`config.mk`:
```
export PLATFORM = sky130hd
export DESIGN_NAME = mseq_pc_sched
export DESIGN_NICKNAME = d
export VERILOG_FILES = /design/src/rtl/mseq_pkg.sv /design/src/rtl/mseq_req_latch.sv /design/src/rtl/mseq_prio_sel.sv /design/src/rtl/mseq_pc_bank.sv /design/src/rtl/mseq_pc_sched.sv
export SDC_FILE = /design/constraint.sdc
export NUM_CORES = 1
export LEC_CHECK = 0
export BUFFER_PORTS_ARGS = -buffer_cell sky130_fd_sc_hd__buf_2
export CORE_ASPECT_RATIO = 0.75
export CORE_MARGIN = 2
export CORE_UTILIZATION = 60
export CTS_CLUSTER_SIZE = 28
export DETAILED_ROUTE_END_ITERATION = 10
export PLACE_DENSITY = 0.77
export REMOVE_ABC_BUFFERS = 1
export SETUP_SLACK_MARGIN = 0.15
export SYNTH_ARGS = -nofsm -noshare
export SYNTH_HDL_FRONTEND = slang
export SYNTH_SLANG_ARGS = --single-unit
```
`constraint.sdc`:
```
create_clock -name clk -period 9.85 [get_ports clk]
set_clock_uncertainty 0.2 [all_clocks]
set_input_delay 0.985 -clock clk [delete_from_list [all_inputs] [get_ports clk]]
set_output_delay 0.985 -clock clk [all_outputs]
set_load 0.02 [all_outputs]
```
`src/rtl/mseq_pkg.sv`:
```
package mseq_pkg;

  // What a completed instruction asks the selector to do.
  typedef enum logic [1:0] {
    SEL_KEEP    = 2'd0,
    SEL_PREEMPT = 2'd1,
    SEL_RETIRE  = 2'd2
  } sel_kind_e;

  typedef struct packed {
    logic valid;
    logic brk;
    logic dsm;
  } step_t;

  function automatic sel_kind_e classify(input step_t s);
    if (!s.valid)    return SEL_KEEP;
    else if (s.dsm)  return SEL_RETIRE;
    else if (s.brk)  return SEL_PREEMPT;
    else             return SEL_KEEP;
  endfunction

endpackage

```
`src/rtl/mseq_req_latch.sv`:
```
module mseq_req_latch #(
  parameter int NUM_SEQ = 32
) (
  input  logic               clk,
  input  logic               rst,
  input  logic [NUM_SEQ-1:0] dev_req_i,
  input  logic [NUM_SEQ-1:0] clr_i,
  output logic [NUM_SEQ-1:0] req_o,
  output logic [NUM_SEQ-1:0] req_nxt_o
);

  localparam int BG = NUM_SEQ - 1;

  for (genvar gi = 0; gi < NUM_SEQ; gi++) begin : g_cell
    if (gi == BG) begin : g_background
      // Background sequence: permanently pending, its line and clear are don't-care.
      assign req_nxt_o[gi] = 1'b1 | (dev_req_i[gi] & ~clr_i[gi]);
      assign req_o[gi]     = 1'b1;
    end else begin : g_device
      logic prev_q;
      logic held_q;
      logic rise;

      assign rise          = dev_req_i[gi] & ~prev_q;
      // A new edge wins over a clear in the same cycle.
      assign req_nxt_o[gi] = (held_q & ~clr_i[gi]) | rise;
      assign req_o[gi]     = held_q;

      always_ff @(posedge clk) begin
        if (rst) begin
          prev_q <= 1'b0;
          held_q <= 1'b0;
        end else begin
          prev_q <= dev_req_i[gi];
          held_q <= req_nxt_o[gi];
        end
      end
    end
  end

endmodule

```
`src/rtl/mseq_prio_sel.sv`:
```
module mseq_prio_sel #(
  parameter int NUM_SEQ = 32,
  parameter int IDX_W   = $clog2(NUM_SEQ)
) (
  input  logic [NUM_SEQ-1:0] req_i,
  output logic               any_o,
  output logic [IDX_W-1:0]   idx_o
);

  // Ripple "already taken" chain: grant goes to the lowest set index.
  logic [NUM_SEQ:0]   taken;
  logic [NUM_SEQ-1:0] grant;
  logic [IDX_W-1:0]   part [NUM_SEQ+1];

  assign taken[0] = 1'b0;
  assign part[0]  = '0;

  for (genvar gi = 0; gi < NUM_SEQ; gi++) begin : g_chain
    assign grant[gi]    = req_i[gi] & ~taken[gi];
    assign taken[gi+1]  = taken[gi] | req_i[gi];
    assign part[gi+1]   = part[gi] | (grant[gi] ? IDX_W'(gi) : '0);
  end

  assign any_o = taken[NUM_SEQ];
  assign idx_o = part[NUM_SEQ];

endmodule

```
`src/rtl/mseq_pc_bank.sv`:
```
module mseq_pc_bank #(
  parameter int NUM_SEQ = 32,
  parameter int ADDR_W  = 16,
  parameter int IDX_W   = $clog2(NUM_SEQ)
) (
  input  logic              clk,
  input  logic              rst,
  input  logic [IDX_W-1:0]  cur_i,
  input  logic [IDX_W-1:0]  nxt_i,
  input  logic              step_i,
  input  logic              wr_en_i,
  input  logic [IDX_W-1:0]  wr_idx_i,
  input  logic [ADDR_W-1:0] wr_data_i,
  output logic [ADDR_W-1:0] fetch_o
);

  // Saved counters of the sequences that are not running.
  logic [ADDR_W-1:0] mem [NUM_SEQ];
  logic [ADDR_W-1:0] fetch_q;
  logic [ADDR_W-1:0] live;
  logic [ADDR_W-1:0] resume;
  logic              sw;
  logic              wr_cur;
  logic              wr_nxt;

  assign sw     = (nxt_i != cur_i);
  assign wr_cur = wr_en_i && (wr_idx_i == cur_i);
  assign wr_nxt = wr_en_i && (wr_idx_i == nxt_i);

  // Running counter after this cycle: a load overrides the increment.
  always_comb begin
    if (wr_cur)      live = wr_data_i;
    else if (step_i) live = fetch_q + ADDR_W'(1);
    else             live = fetch_q;
  end

  assign resume = wr_nxt ? wr_data_i : mem[nxt_i];

  always_ff @(posedge clk) begin
    if (rst) fetch_q <= '0;
    else     fetch_q <= sw ? resume : live;
  end

  // Storage without reset so it maps onto distributed RAM.
  always_ff @(posedge clk) begin
    if (!rst) begin
      if (wr_en_i && !wr_cur) mem[wr_idx_i] <= wr_data_i;
      if (sw)                 mem[cur_i]    <= live;
    end
  end

  assign fetch_o = fetch_q;

  // a plain step of the running sequence advances its address by one.
  p_step_inc_r3: assert property (@(posedge clk) disable iff (rst)
    (step_i && !sw && !wr_cur) |=> (fetch_q == $past(fetch_q) + ADDR_W'(1)));

  // loading the running counter shows the loaded value next cycle.
  p_load_live_r8: assert property (@(posedge clk) disable iff (rst)
    (wr_cur && !sw) |=> (fetch_q == $past(wr_data_i)));

endmodule

```
`src/rtl/mseq_pc_sched.sv`:
```
module mseq_pc_sched #(
  parameter int NUM_SEQ = 32,
  parameter int ADDR_W  = 16,
  parameter int IDX_W   = $clog2(NUM_SEQ)
) (
  input  logic               clk,
  input  logic               rst,
  input  logic [NUM_SEQ-1:0] dev_req,
  input  logic               step,
  input  logic               step_brk,
  input  logic               step_dsm,
  input  logic               wr_en,
  input  logic [IDX_W-1:0]   wr_sel,
  input  logic [ADDR_W-1:0]  wr_data,
  output logic [IDX_W-1:0]   cur_seq,
  output logic [ADDR_W-1:0]  fetch_addr
);
  import mseq_pkg::*;

  localparam logic [IDX_W-1:0] BG_IDX = IDX_W'(NUM_SEQ - 1);

  step_t              st;
  sel_kind_e          kind;
  logic [IDX_W-1:0]   cur_q;
  logic [IDX_W-1:0]   nxt;
  logic [IDX_W-1:0]   win_idx;
  logic               win_any;
  logic [NUM_SEQ-1:0] clr;
  logic [NUM_SEQ-1:0] req_vec;
  logic [NUM_SEQ-1:0] req_nxt;

  assign st   = '{valid: step, brk: step_brk, dsm: step_dsm};
  assign kind = classify(st);

  // Retire the running sequence's request on dismiss.
  always_comb begin
    clr = '0;
    if (kind == SEL_RETIRE) clr[cur_q] = 1'b1;
  end

  mseq_req_latch #(.NUM_SEQ(NUM_SEQ)) u_req (
    .clk       (clk),
    .rst       (rst),
    .dev_req_i (dev_req),
    .clr_i     (clr),
    .req_o     (req_vec),
    .req_nxt_o (req_nxt)
  );

  mseq_prio_sel #(.NUM_SEQ(NUM_SEQ), .IDX_W(IDX_W)) u_sel (
    .req_i (req_nxt),
    .any_o (win_any),
    .idx_o (win_idx)
  );

  always_comb begin
    nxt = cur_q;
    if ((kind != SEL_KEEP) && win_any) nxt = win_idx;
  end

  always_ff @(posedge clk) begin
    if (rst) cur_q <= BG_IDX;
    else     cur_q <= nxt;
  end

  mseq_pc_bank #(.NUM_SEQ(NUM_SEQ), .ADDR_W(ADDR_W), .IDX_W(IDX_W)) u_bank (
    .clk       (clk),
    .rst       (rst),
    .cur_i     (cur_q),
    .nxt_i     (nxt),
    .step_i    (step),
    .wr_en_i   (wr_en),
    .wr_idx_i  (wr_sel),
    .wr_data_i (wr_data),
    .fetch_o   (fetch_addr)
  );

  assign cur_seq = cur_q;

  // without a break or dismiss the running sequence is kept.
  p_no_switch_r5: assert property (@(posedge clk) disable iff (rst)
    !(step && (step_brk || step_dsm)) |=> $stable(cur_q));

  // a break can only move control to an equal or higher priority.
  p_break_up_r4: assert property (@(posedge clk) disable iff (rst)
    (step && step_brk && !step_dsm) |=> (cur_q <= $past(cur_q)));

  // dismiss with no fresh request of the same device leaves that sequence.
  p_dismiss_leave_r6: assert property (@(posedge clk) disable iff (rst)
    (step && step_dsm && (cur_q != BG_IDX) && !dev_req[cur_q]) |=> (cur_q != $past(cur_q)));

  // the running sequence always has a latched request.
  p_cur_pending_r2: assert property (@(posedge clk) disable iff (rst)
    req_vec[cur_q]);

endmodule

```
==> results by group, run 1 <==
Logic synthesis
  • Post-synthesis cell count: ~2500
  • Ys async rst share: 0%
  • Synth Area in XOR/XNOR: 0.636%
  • Mux share of post-synthesis cell area: 25.5%
  • Synth Warn #: 0
  • Combinational family with the most area after synthesis: multiplexers
  • Adder-Cell Fraction of Synth Area: 0.0379%
  • Register area share after synthesis: 51.6%
  • Compound-Gate Fraction of Synth Area: between 8 and 9%
  • Top_reg_cell synth: edfxtp_1
  • EDFF count, synth: 512
  • Simple-gate share of the synthesized area: 9.16%
  • Mapped cell area: between 30000 and 40000 µm²
  • Avg Inst Size Synth: 13.2 µm²
  • Netlist cell types: 92
  • Seq cells post-synth: 595

Drt
  • Post-DR vias/cell: 6.81
  • DRT iter0 DRCs: between 2000 and 3000
  • DR WL/cell: 29.2 µm
  • Number of remaining DRC errors: 0
  • WL met1: approximately 37000 µm
  • DR top layer: met4
  • Met2 wire length: 42600 µm
  • Total wire length: 94400 µm
  • WL met3: 10700 µm
  • Vias: about 22000
  • DRT Pass-1 Iters: 5
  • DRT antenna net count: 0

Timing
  • Tcrit/Tclk final: 76.9%
  • Fmax: 132 MHz
  • Crit path time final: 7.58 ns
  • Final hold slack: 0.337 ns
  • Final setup fails: 0
  • Unrepaired setup endpoints after global routing: false
  • Slew margin rel.: 9.86%
  • Worst slew pin tran: 1.34 ns
  • Final hold vios: 0
  • Slew Limit Fails: 0

Floorplan
  • Die area: about 57000 µm²
  • Chip Width: 275 µm
  • Row count: between 70 and 80
  • I/O pin count: 80
  • Core footprint: 54400 µm²
  • Initial core utilization: 60.7%
  • Die Ht: slightly above 200 µm

Clock tree
  • Worst-Skew Late Latency: between 0.6 and 0.7 ns
  • Htree depth: 2
  • CTS tree: yes
  • Clock Pin Slew Worst Setup and Hold Paths: roughly 0.06 ns
  • Clk root buf: clkbuf_16
  • CTS sink count: 595
  • Setup Fix Bufs, Post-CTS: 0
  • Max Root-Sink Buffers: 3
  • Post_cts resized: 0
  • Hold-fix buffers, CTS: 0
  • TritonCTS Buffers: 56

Setup path
  • Kind of critical path: flop to flop
  • R2R cell count: 14
  • WP data required: 10.03 ns
  • CP dominant cell by count: nand2_1
  • Arr. time, crit path: just under 8 ns
  • Crit. End Element: flop
  • Cell Chain, Critical Path: or3b_1 -> o21ai_1 -> nand2_1 -> nor3_1 -> nand2_1 -> a31oi_1 -> nor3_1 -> a22oi_1 -> nand2_1 -> o21ai_4 -> buf_4 -> nor3_4 -> o21bai_1 -> buf_4
  • Max FO, Critical Path: 20
  • Crit path largest cell delay: 1.05 ns
  • Critical Path Start Type: flop
  • Worst Setup SP: cur_seq[2]
  • R2r endpoint: u_bank.mem[17][6]
  • R2R Path Start: cur_seq[2]
  • Flop2flop setup slack: 2.27 ns
  • End point of the critical path: u_bank.mem[17][6]
  • Critical-path top delay cell: o21ai_4

Global routing
  • Initial antenna violation count: 1
  • GRT Total Usage: 32.7%
  • Gr ovfl total: 0
  • Vias in the first global route: 21863
  • Global-route wire length before repair: 138000 µm
  • Pin count of the biggest net entering global routing: about 130

Worst hold path
  • Hold crit path type: flop to flop

Pwr
  • Clock Power Share: 35.5%
  • P_int: 4.38 mW
  • Logic pwr share: 18.1%
  • Static leakage: 12.7 nW
  • Peak VDD IR: 0.146 mV
  • Net switching power: ~1.7 mW
  • Power density over cell area: approximately 170 nW/µm²
  • Sequential Power Share: 46.5%
  • Sw frac: 28.4%

Layout
  • Fin util: 65.2%
  • Antenna fix cells: 0
  • Post-route cell area: 35500 µm²
  • Share of layout cells above drive strength 1: 32.9%
  • Final net count: 2525
  • Filler cell count: 3886
  • Area Overhead vs Synth: 7.47%

Outcome
  • Status: completed

Flow run
  • Max_cap viols: 0

Placement
  • Buffers on Ports: 78
  • Routability cong.: 0.922
  • Placed inst area: 33700 µm²
  • DP HPWL: 57200 µm
per-stage QoR:
step	TNS, ns	setup slack (ns)	cells	total power, mW
2_1_floorplan	-146.46	-8.89	2260	3.60
3_3_place_gp	0	2.07	3129	3.93
3_5_place_dp	0	1.96	3129	3.96
4_1_cts	0	2.47	3231	6.09
5_1_grt	0	1.98	3231	6.26
6_report	0	2.27	3231	6.12
Yosys cell counts, drive strengths merged (6+ instances only):
cell,count,area (µm²)
o311ai,10,87.6
o211ai,10,80.1
nor4,15,115
nor3,50,616
clkbuf,151,568
o31a,6,52.6
a32o,11,110
edfxtp,512,15400
o21a,21,166
nand4,12,90.1
nand3,42,210
a21oi,64,320
nor3b,6,45.0
a311o,9,90.1
o22ai,13,81.3
a211oi,76,576
buf,101,771
nand3b,7,90.1
o21ai,66,342
nor2,82,315
a21boi,13,97.6
dfxtp,83,1660
nand2b,14,87.6
nor2b,26,163
mux2,524,6630
xnor2,9,78.8
and3,33,206
mux4,6,135
inv,24,90.1
o21bai,35,263
xor2,15,131
and2,31,194
nand2,190,716
a2111oi,14,229
mux2i,166,1660
o31ai,7,57.6
power by group through the flow:
| stage | logic, mW | clock network (mW) | registers [mW] |
|---|---|---|---|
| 2_1_floorplan | 0.706 | 0 | 2.90 |
| 3_3_place_gp | 1.04 | 0 | 2.89 |
| 3_5_place_dp | 1.07 | 0 | 2.90 |
| 4_1_cts | 1.07 | 2.17 | 2.84 |
| 5_1_grt | 1.15 | 2.27 | 2.85 |
| 6_report | 1.10 | 2.17 | 2.84 |
sequential cells by signal, indices dropped and copies added, names as in the netlist:
| signal | count |
|---|---|
| cur_seq | 5 |
| u_bank.fetch_o | 16 |
| u_req.g_cell.g_device.prev_q | 31 |
| u_bank.mem | 512 |
| u_req.g_cell.g_device.held_q | 31 |
layer usage:
| metal | global-route usage [%] | up-vias |
|---|---|---|
| met5 | 0 | - |
| met4 | 14.6 | 0 |
| met3 | 8.05 | 266 |
| met2 | 49.7 | 1301 |
| met1 | 44.6 | 11017 |
| li1 | - | 9425 |
how the worst min path moves through the flow:
stage,end,from,depth (start not counted),slack [ns]
finish,u_req.g_cell[29].g_device.held_q,u_req.g_cell[29].g_device.prev_q,3,0.34
global route,u_req.g_cell[5].g_device.held_q,u_req.g_cell[5].g_device.held_q,2,0.35
CTS,u_req.g_cell[5].g_device.held_q,u_req.g_cell[5].g_device.held_q,2,0.34
detailed placement,u_req.g_cell[30].g_device.held_q,u_req.g_cell[30].g_device.held_q,2,0.32
global placement,u_req.g_cell[30].g_device.held_q,u_req.g_cell[30].g_device.held_q,2,0.30
floorplan,u_req.g_cell[30].g_device.held_q,u_req.g_cell[30].g_device.held_q,2,0.27
logic make-up after synthesis:
family,Yosys count
xor+xnor,24
buf+inv,276
fa+ha+maj,1
simple gates,527
compound gates,393
flops,595
mux,696
layout make-up:
type | count | area (µm²) | share of cell area [%]
flip-flops and latches | 595 | 17000 | 48.0
multi-input cells | 1641 | 14800 | 41.6
clock buffers | 69 | 1500 | 4.23
repair buffers | 147 | 921 | 2.59
well taps | 722 | 903 | 2.54
clock inverters | 33 | 277 | 0.779
inverters | 24 | 90.1 | 0.254
worst max-delay path, delay by kind of cell, from the launching register on:
family,cells,cell delay [ns]
buf+inv,2,0.93
flops,1,0.98
simple gates,7,2.75
compound gates,5,2.44
layout by cell type, fill, tap and decap left out, types with 22 or more instances in the layout:
cell type / n
edfxtp_1: 512
mux2_2: 290
mux2_4: 193
nand2_1: 188
mux2i_1: 166
dfxtp_1: 83
buf_2: 78
nor2_1: 77
a211oi_1: 75
buf_4: 68
clkbuf_16: 57
o21ai_0: 55
a21oi_1: 49
nand3_1: 42
mux2_1: 41
and3_1: 33
nor3_4: 32
inv_1: 26
nor2b_1: 26
o21bai_1: 22
Note: power is estimated with default switching activity, not from simulation.
==> run 2: changes to the inputs <==
--- a/config.mk
+++ b/config.mk
@@ -8,7 +8,7 @@
 export BUFFER_PORTS_ARGS = -buffer_cell sky130_fd_sc_hd__buf_2
 export CORE_ASPECT_RATIO = 0.75
 export CORE_MARGIN = 2
-export CORE_UTILIZATION = 60
+export CORE_UTILIZATION = 57
 export CTS_CLUSTER_SIZE = 28
 export DETAILED_ROUTE_END_ITERATION = 10
 export PLACE_DENSITY = 0.77
==> constraint.sdc (replaced) <==
create_clock -name clk -period 6.4 [get_ports clk]
set_clock_uncertainty 0.2 [all_clocks]
set_input_delay 0.64 -clock clk [delete_from_list [all_inputs] [get_ports clk]]
set_output_delay 0.64 -clock clk [all_outputs]
set_load 0.02 [all_outputs]
==> run 2 against run 1 <==
Effect of this change:
- via count up 1.2%
- core utilization shrank 1.9 points
- total power is 55% higher
- maximum frequency rose by 30%
- global-route usage shrank 1.3 points
- first-iteration DRC count is 14% higher
- wire length is essentially flat
- setup slack worse by 1.7 ns
- critical path type unchanged
- largest cell class unchanged
- largest power group unchanged
- highest routed layer unchanged
==> results by group, run 2 (synthesis results as in run 1) <==
Global routing
  • Initial antenna violation count: 5
  • GRT Total Usage: 31.4%
  • Gr ovfl total: 0
  • Met3 Track Usage GR: 7.19%
  • Global-route wire length before repair: 139000 µm
  • Vias in the first global route: 22057
  • Pin count of the biggest net entering global routing: 97
  • GRT busiest layer: met2
  • Routing usage on met1: between 40 and 50%
  • Routing usage on met2: 48.5%

Setup path
  • Kind of critical path: flop to flop
  • Critical Path Start Type: flop
  • Crit. End Element: flop
  • Max FO, Critical Path: 16
  • WP data required: approximately 6.5 ns
  • Arr. time, crit path: between 5 and 6 ns

Worst hold path
  • Hold crit path type: input port to flop

Floorplan
  • I/O pin count: 80
  • Die Ht: 213 µm
  • Die area: 59900 µm²
  • Initial core utilization: between 50% and 60%
  • Row count: 76
  • Core footprint: between 50000 and 60000 µm²
  • Chip Width: 282 µm

Drt
  • DRT iter0 DRCs: 2924
  • DRT Pass-1 Iters: 6
  • Total wire length: 94400 µm
  • DRT antenna net count: 0
  • Post-DR vias/cell: 6.60
  • Vias: 22278
  • Number of remaining DRC errors: 0
  • DR WL/cell: 28.0 µm

Layout
  • Final net count: 2604
  • Share of layout cells above drive strength 1: 34.7%
  • Most frequent cells in the layout: edfxtp_1, mux2_2, mux2_4
  • Largest register FFs: about 510
  • Fin util: 63.4%
  • Most common cell after layout, fill and taps aside: edfxtp_1
  • Top flop regs: u_bank.mem (512), u_req.g_cell.g_device.held_q (31), u_req.g_cell.g_device.prev_q (31)
  • Area Overhead vs Synth: 9.97%
  • Biggest register: u_bank.mem

Outcome
  • Status: completed

Pwr
  • Peak VDD IR: 0.254 mV
  • Total Power: 9.48 mW
  • Static leakage: ~13 nW
  • Power density over cell area: between 200 and 300 nW/µm²

Timing
  • Crit path time final: about 6 ns
  • Final hold slack: 0.0509 ns
  • Final hold vios: 0
  • Slew margin rel.: a little under an eighth
  • Worst slew pin tran: 1.33 ns
  • Final setup fails: 0
  • Tcrit/Tclk final: 91.3%
  • Fmax: 171 MHz
  • Slew Limit Fails: 0
  • Final setup margin: 0.554 ns
  • Unrepaired setup endpoints after global routing: false

Clock tree
  • TritonCTS Buffers: 56
  • Post_cts resized: 0
  • Setup Fix Bufs, Post-CTS: 0
  • Worst-Skew Late Latency: roughly 0.63 ns
  • Hold-fix buffers, CTS: 0
  • CTS sink count: 595
  • Max Root-Sink Buffers: 3
  • Clock Pin Slew Worst Setup and Hold Paths: 0.06 ns
  • Htree depth: 2
  • CTS tree: yes
  • Clk root buf: clkbuf_16

Placement
  • Routability cong.: ~0.94
  • DP HPWL: 58800 µm
  • Place WS: 0.545 ns
  • Buffers on Ports: 78

Flow run
  • Max_cap viols: 0
-- run 2: changes by cell type in the layout (fill, tap and decap cells not counted), sizes merged, moves of 2 or more --
cell,before,now
buf,147,226
clkinv,26,12
inv,26,24
diode,0,4
clkbuf,69,88
bufinv,5,3
-- run 2: layout make-up --
class,count,area (µm²)
clock inverter,16,163
timing repair buffer,226,1630
sequential,595,17000
multi-input combinational,1641,14800
fill,4140,21000
antenna,4,10.0
inverter,24,90.1
tap,780,976
clock buffer,88,1620
-- run 2: final timing paths --
kind / slack [ns] / cells after the start / startpoint / endpoint
min reg2reg: 0.34 / 3 / u_req.g_cell[29].g_device.prev_q / u_req.g_cell[29].g_device.held_q
max reg2reg: 0.55 / 15 / cur_seq[2] / u_bank.mem[10][8]
min: 0.05 / 2 / dev_req[1] / u_req.g_cell[1].g_device.prev_q
max: 0.55 / 15 / cur_seq[2] / u_bank.mem[10][8]
-- run 2: per-stage QoR --
stage / setup TNS (ns) / area [µm²] / cells
detailed placement: 0 / 34500 / 3266
floorplan: -339.11 / 31700 / 2260
finish: 0 / 36300 / 3374
global placement: 0 / 34500 / 3266
CTS: 0 / 36300 / 3370
global route: 0 / 36300 / 3373
-- run 2: critical path: stages, from the launching register on --
cell      delay, ns
dfxtp_1        0.71
or3b_1         0.63
o21ai_0        0.23
o21ai_0        0.21
o41ai_1        0.18
a41oi_1        0.31
o211ai_1       0.22
nor3_1         0.54
o22ai_1        0.20
o21a_4         0.33
o21ai_4        0.69
buf_4          0.37
nor3_4         0.05
buf_4          0.25
o21bai_1       0.17
buf_4          0.25
-- run 2: per-layer routing --
metal	part of all wire, %	wire length (µm)
met3	11	10600
met2	45	42600
met5	0	0
met4	4.0	3730
met1	40	37500
-- run 2: power by group --
part	total, mW	switching (mW)	internal, mW
clock	3.34	1.48	1.86
sequential	4.36	0.0566	4.31
combinational	1.78	1.15	0.630
